**src/rtl/obctl_pkg.sv**
```systemverilog
package obctl_pkg;
   localparam int REG_W      = 32;
   localparam int B_OB_EN    = 1;
   localparam int B_BIST_IE  = 3;
   localparam int B_HALT_EN  = 8;
   localparam int B_SERR_IE  = 9;
   localparam int B_DT_STAT  = 15;
   localparam int B_SERR_MAN = 16;
   localparam int B_ALIAS    = 19;

   localparam logic [REG_W-1:0] IMPL_MASK =
      (REG_W'(1) << B_OB_EN)   | (REG_W'(1) << B_BIST_IE)  |
      (REG_W'(1) << B_HALT_EN) | (REG_W'(1) << B_SERR_IE)  |
      (REG_W'(1) << B_DT_STAT) | (REG_W'(1) << B_SERR_MAN) |
      (REG_W'(1) << B_ALIAS);

   localparam int NUM_IRQ  = 3;
   localparam int IRQ_SERR = 0;
   localparam int IRQ_BIST = 1;
   localparam int IRQ_HALT = 2;

   typedef enum logic [1:0] {
      HS_IDLE  = 2'd0,
      HS_CLEAR = 2'd1,
      HS_FLUSH = 2'd2,
      HS_RAISE = 2'd3
   } halt_state_e;
endpackage

```
**src/rtl/obctl_flag.sv**
```systemverilog
module obctl_flag (
   input  logic clk,
   input  logic rst_n,
   input  logic set,
   input  logic clr,
   output logic q
);
   // set has priority over clear
   always_ff @(posedge clk or negedge rst_n) begin
      if (!rst_n)   q <= 1'b0;
      else if (set) q <= 1'b1;
      else if (clr) q <= 1'b0;
   end
endmodule

```
**src/rtl/obctl_oneshot.sv**
```systemverilog
module obctl_oneshot (
   input  logic clk,
   input  logic rst_n,
   input  logic wr_en,
   input  logic wr_bit,
   output logic held,
   output logic pulse
);
   always_ff @(posedge clk or negedge rst_n) begin
      if (!rst_n) begin
         held  <= 1'b0;
         pulse <= 1'b0;
      end else begin
         pulse <= wr_en & wr_bit & ~held;
         if (wr_en) held <= wr_bit;
      end
   end
endmodule

```
**src/rtl/obctl_halt_seq.sv**
```systemverilog
module obctl_halt_seq
   import obctl_pkg::*;
(
   input  logic clk,
   input  logic rst_n,
   input  logic halt_en,
   input  logic err_in,
   output logic hw_clr,
   output logic flush,
   output logic raise
);
   halt_state_e st_q, st_d;

   always_comb begin
      st_d = st_q;
      unique case (st_q)
         HS_IDLE:  if (halt_en && err_in) st_d = HS_CLEAR;
         HS_CLEAR: st_d = HS_FLUSH;
         HS_FLUSH: st_d = HS_RAISE;
         HS_RAISE: st_d = HS_IDLE;
         default:  st_d = HS_IDLE;
      endcase
   end

   always_ff @(posedge clk or negedge rst_n) begin
      if (!rst_n) st_q <= HS_IDLE;
      else        st_q <= st_d;
   end

   assign hw_clr = (st_q == HS_CLEAR);
   assign flush  = (st_q == HS_FLUSH);
   assign raise  = (st_q == HS_RAISE);
endmodule

```
**src/rtl/obctl_reg.sv**
```systemverilog
module obctl_reg
   import obctl_pkg::*;
#(
   parameter int          ADDR_W     = 12,
   parameter int unsigned REG_OFFSET = 'h070,
   parameter int          NUM_TIMERS = 4,
   parameter int          RD_PIPE    = 0
) (
   input  logic                  clk,
   input  logic                  rst_n,
   input  logic                  bus_wr,
   input  logic                  bus_rd,
   input  logic [ADDR_W-1:0]     bus_addr,
   input  logic [REG_W-1:0]      bus_wdata,
   output logic [REG_W-1:0]      bus_rdata,
   input  logic [NUM_TIMERS-1:0] tmr_expire,
   input  logic                  serr_detect,
   input  logic                  bist_start,
   input  logic                  ob_wr_err,
   input  logic [NUM_IRQ-1:0]    irq_ack,
   output logic                  ob_enable,
   output logic                  rd_alias,
   output logic                  bist_capable,
   output logic                  sys_err_pulse,
   output logic                  flush_pulse,
   output logic                  irq_serr,
   output logic                  irq_bist,
   output logic                  irq_halt
);
   localparam logic [ADDR_W-1:0] OFF = ADDR_W'(REG_OFFSET);

   // elaboration-time parameter checks
   if (NUM_TIMERS < 1 || NUM_TIMERS > 32) begin : g_bad_timers
      $error("obctl_reg: NUM_TIMERS must be 1..32");
   end
   if (ADDR_W < 3 || ADDR_W > 32) begin : g_bad_addr
      $error("obctl_reg: ADDR_W must be 3..32");
   end
   if ((REG_OFFSET % 4) != 0) begin : g_bad_align
      $error("obctl_reg: REG_OFFSET must be word aligned");
   end
   if (ADDR_W < 32 && (REG_OFFSET >> ADDR_W) != 0) begin : g_bad_off
      $error("obctl_reg: REG_OFFSET does not fit ADDR_W");
   end
   if (RD_PIPE != 0 && RD_PIPE != 1) begin : g_bad_pipe
      $error("obctl_reg: RD_PIPE must be 0 or 1");
   end

   logic wr_hit, rd_hit;
   assign wr_hit = bus_wr && (bus_addr == OFF);
   assign rd_hit = bus_rd && (bus_addr == OFF);

   // plain read/write bits
   logic ob_en_q, bist_ie_q, halt_en_q, serr_ie_q, alias_q;
   logic hw_clr, seq_raise;

   always_ff @(posedge clk or negedge rst_n) begin
      if (!rst_n) begin
         ob_en_q   <= 1'b0;
         bist_ie_q <= 1'b0;
         halt_en_q <= 1'b0;
         serr_ie_q <= 1'b0;
         alias_q   <= 1'b0;
      end else begin
         if (hw_clr)      ob_en_q <= 1'b0;
         else if (wr_hit) ob_en_q <= bus_wdata[B_OB_EN];
         if (wr_hit) begin
            bist_ie_q <= bus_wdata[B_BIST_IE];
            halt_en_q <= bus_wdata[B_HALT_EN];
            serr_ie_q <= bus_wdata[B_SERR_IE];
            alias_q   <= bus_wdata[B_ALIAS];
         end
      end
   end

   // manual system-error one-shot
   logic man_held;
   obctl_oneshot u_man (
      .clk    (clk),
      .rst_n  (rst_n),
      .wr_en  (wr_hit),
      .wr_bit (bus_wdata[B_SERR_MAN]),
      .held   (man_held),
      .pulse  (sys_err_pulse)
   );

   // discard-timer status, read-clear with set priority
   logic dt_stat;
   obctl_flag u_stat (
      .clk   (clk),
      .rst_n (rst_n),
      .set   (|tmr_expire),
      .clr   (rd_hit),
      .q     (dt_stat)
   );

   // halt-on-error sequencer
   obctl_halt_seq u_halt (
      .clk     (clk),
      .rst_n   (rst_n),
      .halt_en (halt_en_q),
      .err_in  (ob_wr_err),
      .hw_clr  (hw_clr),
      .flush   (flush_pulse),
      .raise   (seq_raise)
   );

   // interrupt bank
   logic [NUM_IRQ-1:0] irq_set, irq_q;
   always_comb begin
      irq_set           = '0;
      irq_set[IRQ_SERR] = serr_detect & serr_ie_q;
      irq_set[IRQ_BIST] = bist_start & bist_ie_q;
      irq_set[IRQ_HALT] = seq_raise;
   end

   for (genvar g = 0; g < NUM_IRQ; g++) begin : g_irq
      obctl_flag u_flag (
         .clk   (clk),
         .rst_n (rst_n),
         .set   (irq_set[g]),
         .clr   (irq_ack[g]),
         .q     (irq_q[g])
      );
   end

   assign irq_serr = irq_q[IRQ_SERR];
   assign irq_bist = irq_q[IRQ_BIST];
   assign irq_halt = irq_q[IRQ_HALT];

   // register image and read path
   logic [REG_W-1:0] img;
   always_comb begin
      img             = '0;
      img[B_OB_EN]    = ob_en_q;
      img[B_BIST_IE]  = bist_ie_q;
      img[B_HALT_EN]  = halt_en_q;
      img[B_SERR_IE]  = serr_ie_q;
      img[B_DT_STAT]  = dt_stat;
      img[B_SERR_MAN] = man_held;
      img[B_ALIAS]    = alias_q;
   end

   if (RD_PIPE == 0) begin : g_rd_comb
      assign bus_rdata = rd_hit ? (img & IMPL_MASK) : '0;
   end else begin : g_rd_reg
      logic [REG_W-1:0] rdata_q;
      always_ff @(posedge clk or negedge rst_n) begin
         if (!rst_n)      rdata_q <= '0;
         else if (rd_hit) rdata_q <= img & IMPL_MASK;
         else             rdata_q <= '0;
      end
      assign bus_rdata = rdata_q;
   end

   assign ob_enable    = ob_en_q;
   assign rd_alias     = alias_q;
   assign bist_capable = bist_ie_q;
endmodule

```
**config.mk**
```make
export PLATFORM = sky130hd
export DESIGN_NAME = obctl_reg
export DESIGN_NICKNAME = d
export VERILOG_FILES = /design/src/rtl/obctl_pkg.sv /design/src/rtl/obctl_flag.sv /design/src/rtl/obctl_oneshot.sv /design/src/rtl/obctl_halt_seq.sv /design/src/rtl/obctl_reg.sv
export SDC_FILE = /design/constraint.sdc
export NUM_CORES = 1
export LEC_CHECK = 0
export ABC_CLOCK_PERIOD_IN_PS = 4200
export BUFFER_PORTS_ARGS = -buffer_cell sky130_fd_sc_hd__buf_2
export CORE_MARGIN = 4
export CORE_UTILIZATION = 37
export CTS_CLUSTER_SIZE = 10
export DETAILED_ROUTE_END_ITERATION = 12
export GPL_TIMING_DRIVEN = 0
export HOLD_SLACK_MARGIN = 0.1
export PLACE_DENSITY = 0.88
export SYNTH_ARGS = -nofsm -noshare
export SYNTH_HDL_FRONTEND = slang
export SYNTH_SLANG_ARGS = --single-unit
```
**constraint.sdc**
```tcl
create_clock -name clk -period 4.2 [get_ports clk]
set_input_delay 0.21 -clock clk [delete_from_list [all_inputs] [get_ports clk]]
set_output_delay 0.21 -clock clk [all_outputs]
set_load 0.01 [all_outputs]
```
* Word level (Yosys, flattened, before mapping)
Index checks and enable logic that the tools add are counted.
** Word-level totals
- Memories kept :: 0
- Bits in registers :: 13
- Input port bits :: 58
- ROM bits :: 0
- Latch bits :: 0
- Logic and storage cells :: 45
- RAM bits :: 0
- Output and inout port bits :: 40
** Operators by class
- Multiply operators :: 0
- Reduce and logical (&&, ||, !) cells :: 10
- Bitwise operators :: 5
- Div/mod/pow operators :: 0
- Muxes and demuxes :: 13
- Shifts and indexed selects :: 0
- Equal/unequal tests :: 5
- Add/subtract/negate cells :: 0
- Magnitude comparators :: 0
** Operators with widths (number)
- two-way mux 20 bit :: 1
- equality test 12 x 7 -> 1 bit (second input constant) :: 1
- two-way mux 1 bit :: 10
- nonzero test 2 bit :: 5
- case mux 2 bit (4 select lines) :: 1
- AND 1 bit :: 4
- equality test 2 bit (second input constant) :: 2
- OR reduction 4 bit :: 1
- logical AND 1 bit :: 3
- equality test 2 x 1 -> 1 bit (second input constant) :: 1
- logical NOT 2 bit :: 1
- two-way mux 2 bit :: 1
- != test 2 x 1 -> 1 bit (second input constant) :: 1
- NOT 1 bit :: 1

* Longest topological paths before layout
- Depth after elaboration :: 4
- Depth in mapped cells :: 5
- Depth with buffers taken out :: 5

* Modules after synthesis
Synthesis repeated with hierarchy kept, for this count alone.
** Second synthesis, totals
- Cells, all modules :: 87
- Area total of the unflattened synthesis :: 957.2 um^2
** By module, submodules not included
- obctl_reg :: cells each 58, area each 569.3 um^2, times used 1
- obctl_halt_seq :: cells each 13, area each 167.7 um^2, times used 1
- obctl_flag :: cells each 3, area each 36.3 um^2, times used 4
- obctl_oneshot :: cells each 4, area each 75.1 um^2, times used 1

* Least setup slack after synthesis
No wires, ideal clock.
- Path kind :: register -> register
- From :: register u_halt.st_q[0]
- To :: register u_halt.st_q[1]
- Path slack :: 2.815 ns
- Arrival time :: 1.261 ns
- Required time :: 4.075 ns
- Setup time :: 0.125 ns
- Cell stages (with the launch flop) :: 5
- Path buffers :: 0
- Cells stage by stage :: dfrtp_1 inv_1 ha_1 a21boi_0 mux2_2
** On the way
- Longest elaborated chain between the ends :: 2
- Elaborated cells on any way between the ends :: 6
** Ends and longest elaborated chain
- from (decl) :: line obctl_halt_seq.sv:12 : halt_state_e st_q, st_d;
- from (signal assigned) :: line obctl_halt_seq.sv:27 : else st_q <= st_d;
- equality test 2 bit, or another cell as far along :: line obctl_halt_seq.sv:16 : unique case (st_q)
- case mux 2 bit (4 select lines) / != test 2 x 1 -> 1 bit (equally long branches)
Parallel ways exist; a longest one is shown, timed or not.
A chain may end at the register's enable or synchronous reset.

* Worst setup path after layout
- From :: input port bus_addr[9]
- To :: output port bus_rdata[8]
** On the way
- Longest elaborated chain between the ends :: 3
** Ends and longest elaborated chain
- from (decl) :: line obctl_reg.sv:13 : input logic [ADDR_W-1:0] bus_addr,
- equality test 12 x 7 -> 1 bit :: line obctl_reg.sv:51 : assign rd_hit = bus_rd && (bus_addr == OFF);
- logical AND 1 bit :: line obctl_reg.sv:51
- two-way mux 20 bit :: line obctl_reg.sv:145 : assign bus_rdata = rd_hit ? (img & IMPL_MASK) : '0;
- to (decl) :: line obctl_reg.sv:15 : output logic [REG_W-1:0] bus_rdata,
No other way between the ends.

==> impl_metrics.csv <==
group,metric,value,unit
worst_setup_path,critPathLaunchType,"primary input",
worst_hold_path,hp-class,"in2reg",
floorplanning,io_pins,98,
placed_design,gp_congestion,0.715,
drt,drc_errors,0,
synth,synth_edf_count,0,
sta,finClkSkew,0.000318,ns
power,powerDensity,279,nW/um2
finish,syn2layout_area_growth,43.2,%
floorplanning,die_y,57.5,um
floorplanning,initial_utilization,39.8,%
synth,postSynthCellCount,84,
clocking,path_clk_slew,0.07,ns
sta,max_freq,627,MHz
drt,dr.first_iter.drc_count,11,
sta,fin_crit_sh,38.0,%
clocking,cts-root-buf,"clkbuf_4",
floorplanning,core.rowCount,17,
job,maxCapViolCount,0,
drt,firstDrtPassIters,2,
sta,setup_tns,0,ns
worst_setup_path,crit_required,3.99,ns
sta,hold_viol_final,0,
global_route,grt_pass1_wl,3220,um
placed_design,io_buffers,46,
drt,drt_wl_total,1930,um
placed_design,dpl.hpwl,1710,um
synth,avgSynthCellArea,10.8,um2
sta,setup_violations,0,
clocking,cts_tree,"yes",
finish,final_common_cell,"buf_2",
drt,dr_total_vias,733,
synth,ys.flop_type,"dfrtp_1",
global_route,grt_usage,11.9,%
synth,seq_area_frac_synth,35.9,%
worst_setup_path,cp_cell_sequence,"buf_2, nor4_4, and4_2, and2_1, buf_2",
worst_setup_path,crit_slowest_cell,"nor4_4",
global_route,grt-ovfl-total,0,
synth,ys_warn_count,0,
finish,fin_area,1300,um2
worst_setup_path,end_kind,"output port",
placed_design,place_area,1260,um2
clocking,cts_buffer_depth,2,
worst_setup_path,crit_top_cell,"buf_2",
sta,slew_violations,0,
global_route,antenna_found_initial,0,
floorplanning,core,2280,um2
synth,synth_area,906,um2
clocking,post_cts_buffers,0,
drt,ant_nets,0,
synth,yosysUniqueCellTypes,24,
drt,vias_per_cell,3.92,
synth,synth_top_area_share,35.9,%
synth,yosys_register_bits,13,
floorplanning,die_area,3300,um2
worst_setup_path,arrival,1.38,ns
clocking,htreeDepth,1,
worst_setup_path,path_class,"in2out",
clocking,clkLatencyLatePin,0.27,ns
outcome,status,"completed",
power,peakVddDrop,0.264,mV
finish,diodes,0,
synth,synth.largest_area_cell,"dfrtp_1",
worst_setup_path,critPathMaxFanout,7,
finish,fillCellCount,218,
drt,wl_per_cell,10.3,um
synth,synth_top_cells_by_area,"dfrtp_1, buf_4, ha_1",
sta,rsz0062_at_grt,"false",
floorplanning,die_w,57.5,um
worst_setup_path,cpPeakStageDelay,0.40,ns
global_route,grt_pass1_vias,710,
synth,async_flop_share,100,%
clocking,cts_buffers,3,
finish,nets,223,
finish,final_cell_mix,"buf_2, buf_4, conb_1, dfrtp_1, and2_1",
sta,period_needed,1.59,ns
global_route,grt_max_degree,14,
power,power_leakage,0.788,nW
finish,drive_above_1_share,53.5,%
clocking,cts_sinks,13,
cell families (layout without fill, tap and decap cells):
group / after synthesis / after routing / synth area share, %
buffers and inverters: 30 / 81 / 22.8
flip-flops: 13 / 13 / 35.9
AO/OA/AOI/OAI: 6 / 6 / 4.14
adder cells (fa/ha/maj): 5 / 5 / 6.91
AND/OR/NAND/NOR: 22 / 22 / 20.4
other: 1 / 25 / 0.414
multiplexers: 7 / 7 / 9.39
sequential cells by signal (all words and copies together), names as in the netlist:
name,cells
bist_capable,1
g_irq.u_flag.q,3
u_stat.q,1
ob_enable,1
rd_alias,1
u_man.held,1
u_man.pulse,1
u_halt.st_q,2
halt_en_q,1
serr_ie_q,1
final timing paths:
path	from	end	slack (ns)	cells past startpoint
setup / recovery	bus_addr[9]	bus_rdata[8]	2.61	5
max in group asynchronous	rst_n	u_man.pulse$_DFF_PN0_	3.62	2
hold / removal	irq_ack[1]	g_irq[1].u_flag.q$_DFFE_PN0P_	0.14	2
hold reg to reg	u_man.held$_DFFE_PN0P_	u_man.pulse$_DFF_PN0_	0.47	1
min in group asynchronous	rst_n	halt_en_q$_DFFE_PN0P_	0.35	2
setup reg to reg	u_halt.st_q[0]$_DFFE_PN0P_	u_halt.st_q[1]$_DFFE_PN0P_	2.64	4
where the power goes:
group	internal, mW	switching, mW
logic	0.0699	0.0657
clock network	0.0367	0.0363
registers	0.141	0.0126
cell type report:
class                   instances  area, um2  area share [%]
plain buffers                  25        188            14.5
clock buffers                   4       26.3            2.03
repair buffers                 47        240            18.5
inverters                       5       18.8            1.45
well taps                      28       35.0            2.70
multi-input cells              65        464            35.8
flip-flops and latches         13        325            25.1
cells in the mapped netlist (all sizes together), types with 2 or more instances:
master,instances
dfrtp,13
a21o,2
nand2b,2
buf,25
inv,5
o21ai,2
nand2,3
and2,7
nand4,2
ha,5
mux2,6
nor3,2
timing repair:
item                       4_1_cts  5_1_grt
gates resized for setup          0        0
hold buffers                     1        0
setup endpoints to repair        0        0
hold endpoints to repair        13        0
through the flow:
stage          total power, mW  utilization, %  instances  setup WS (ns)  hold WS [ns]
6_report                 0.362            57.0        187           2.61         0.137
2_1_floorplan            0.248               -        108           2.81       -0.0856
3_3_place_gp             0.280            55.4        182           2.66         0.104
3_5_place_dp             0.293            55.4        182           2.62         0.111
4_1_cts                  0.367            57.0        187           2.61         0.132
5_1_grt                  0.402            57.0        187           2.50         0.123
critical path: cells and delay by family:
family	cells	cell delay, ns
buffers and inverters	2	0.24
AND/OR/NAND/NOR	3	0.93
per-layer routing:
layer / GRT usage (%) / share of wire (%) / wire [um] / vias to the layer above
met2: 21.0 / 50 / 964 / 44
li1: - / - / - / 381
met1: 13.3 / 36 / 696 / 308
met4: 0.993 / 0 / 0 / 0
met5: 0 / 0 / 0 / -
met3: 6.11 / 14 / 267 / 0
No activity file was read; power rests on OpenSTA's default activity.
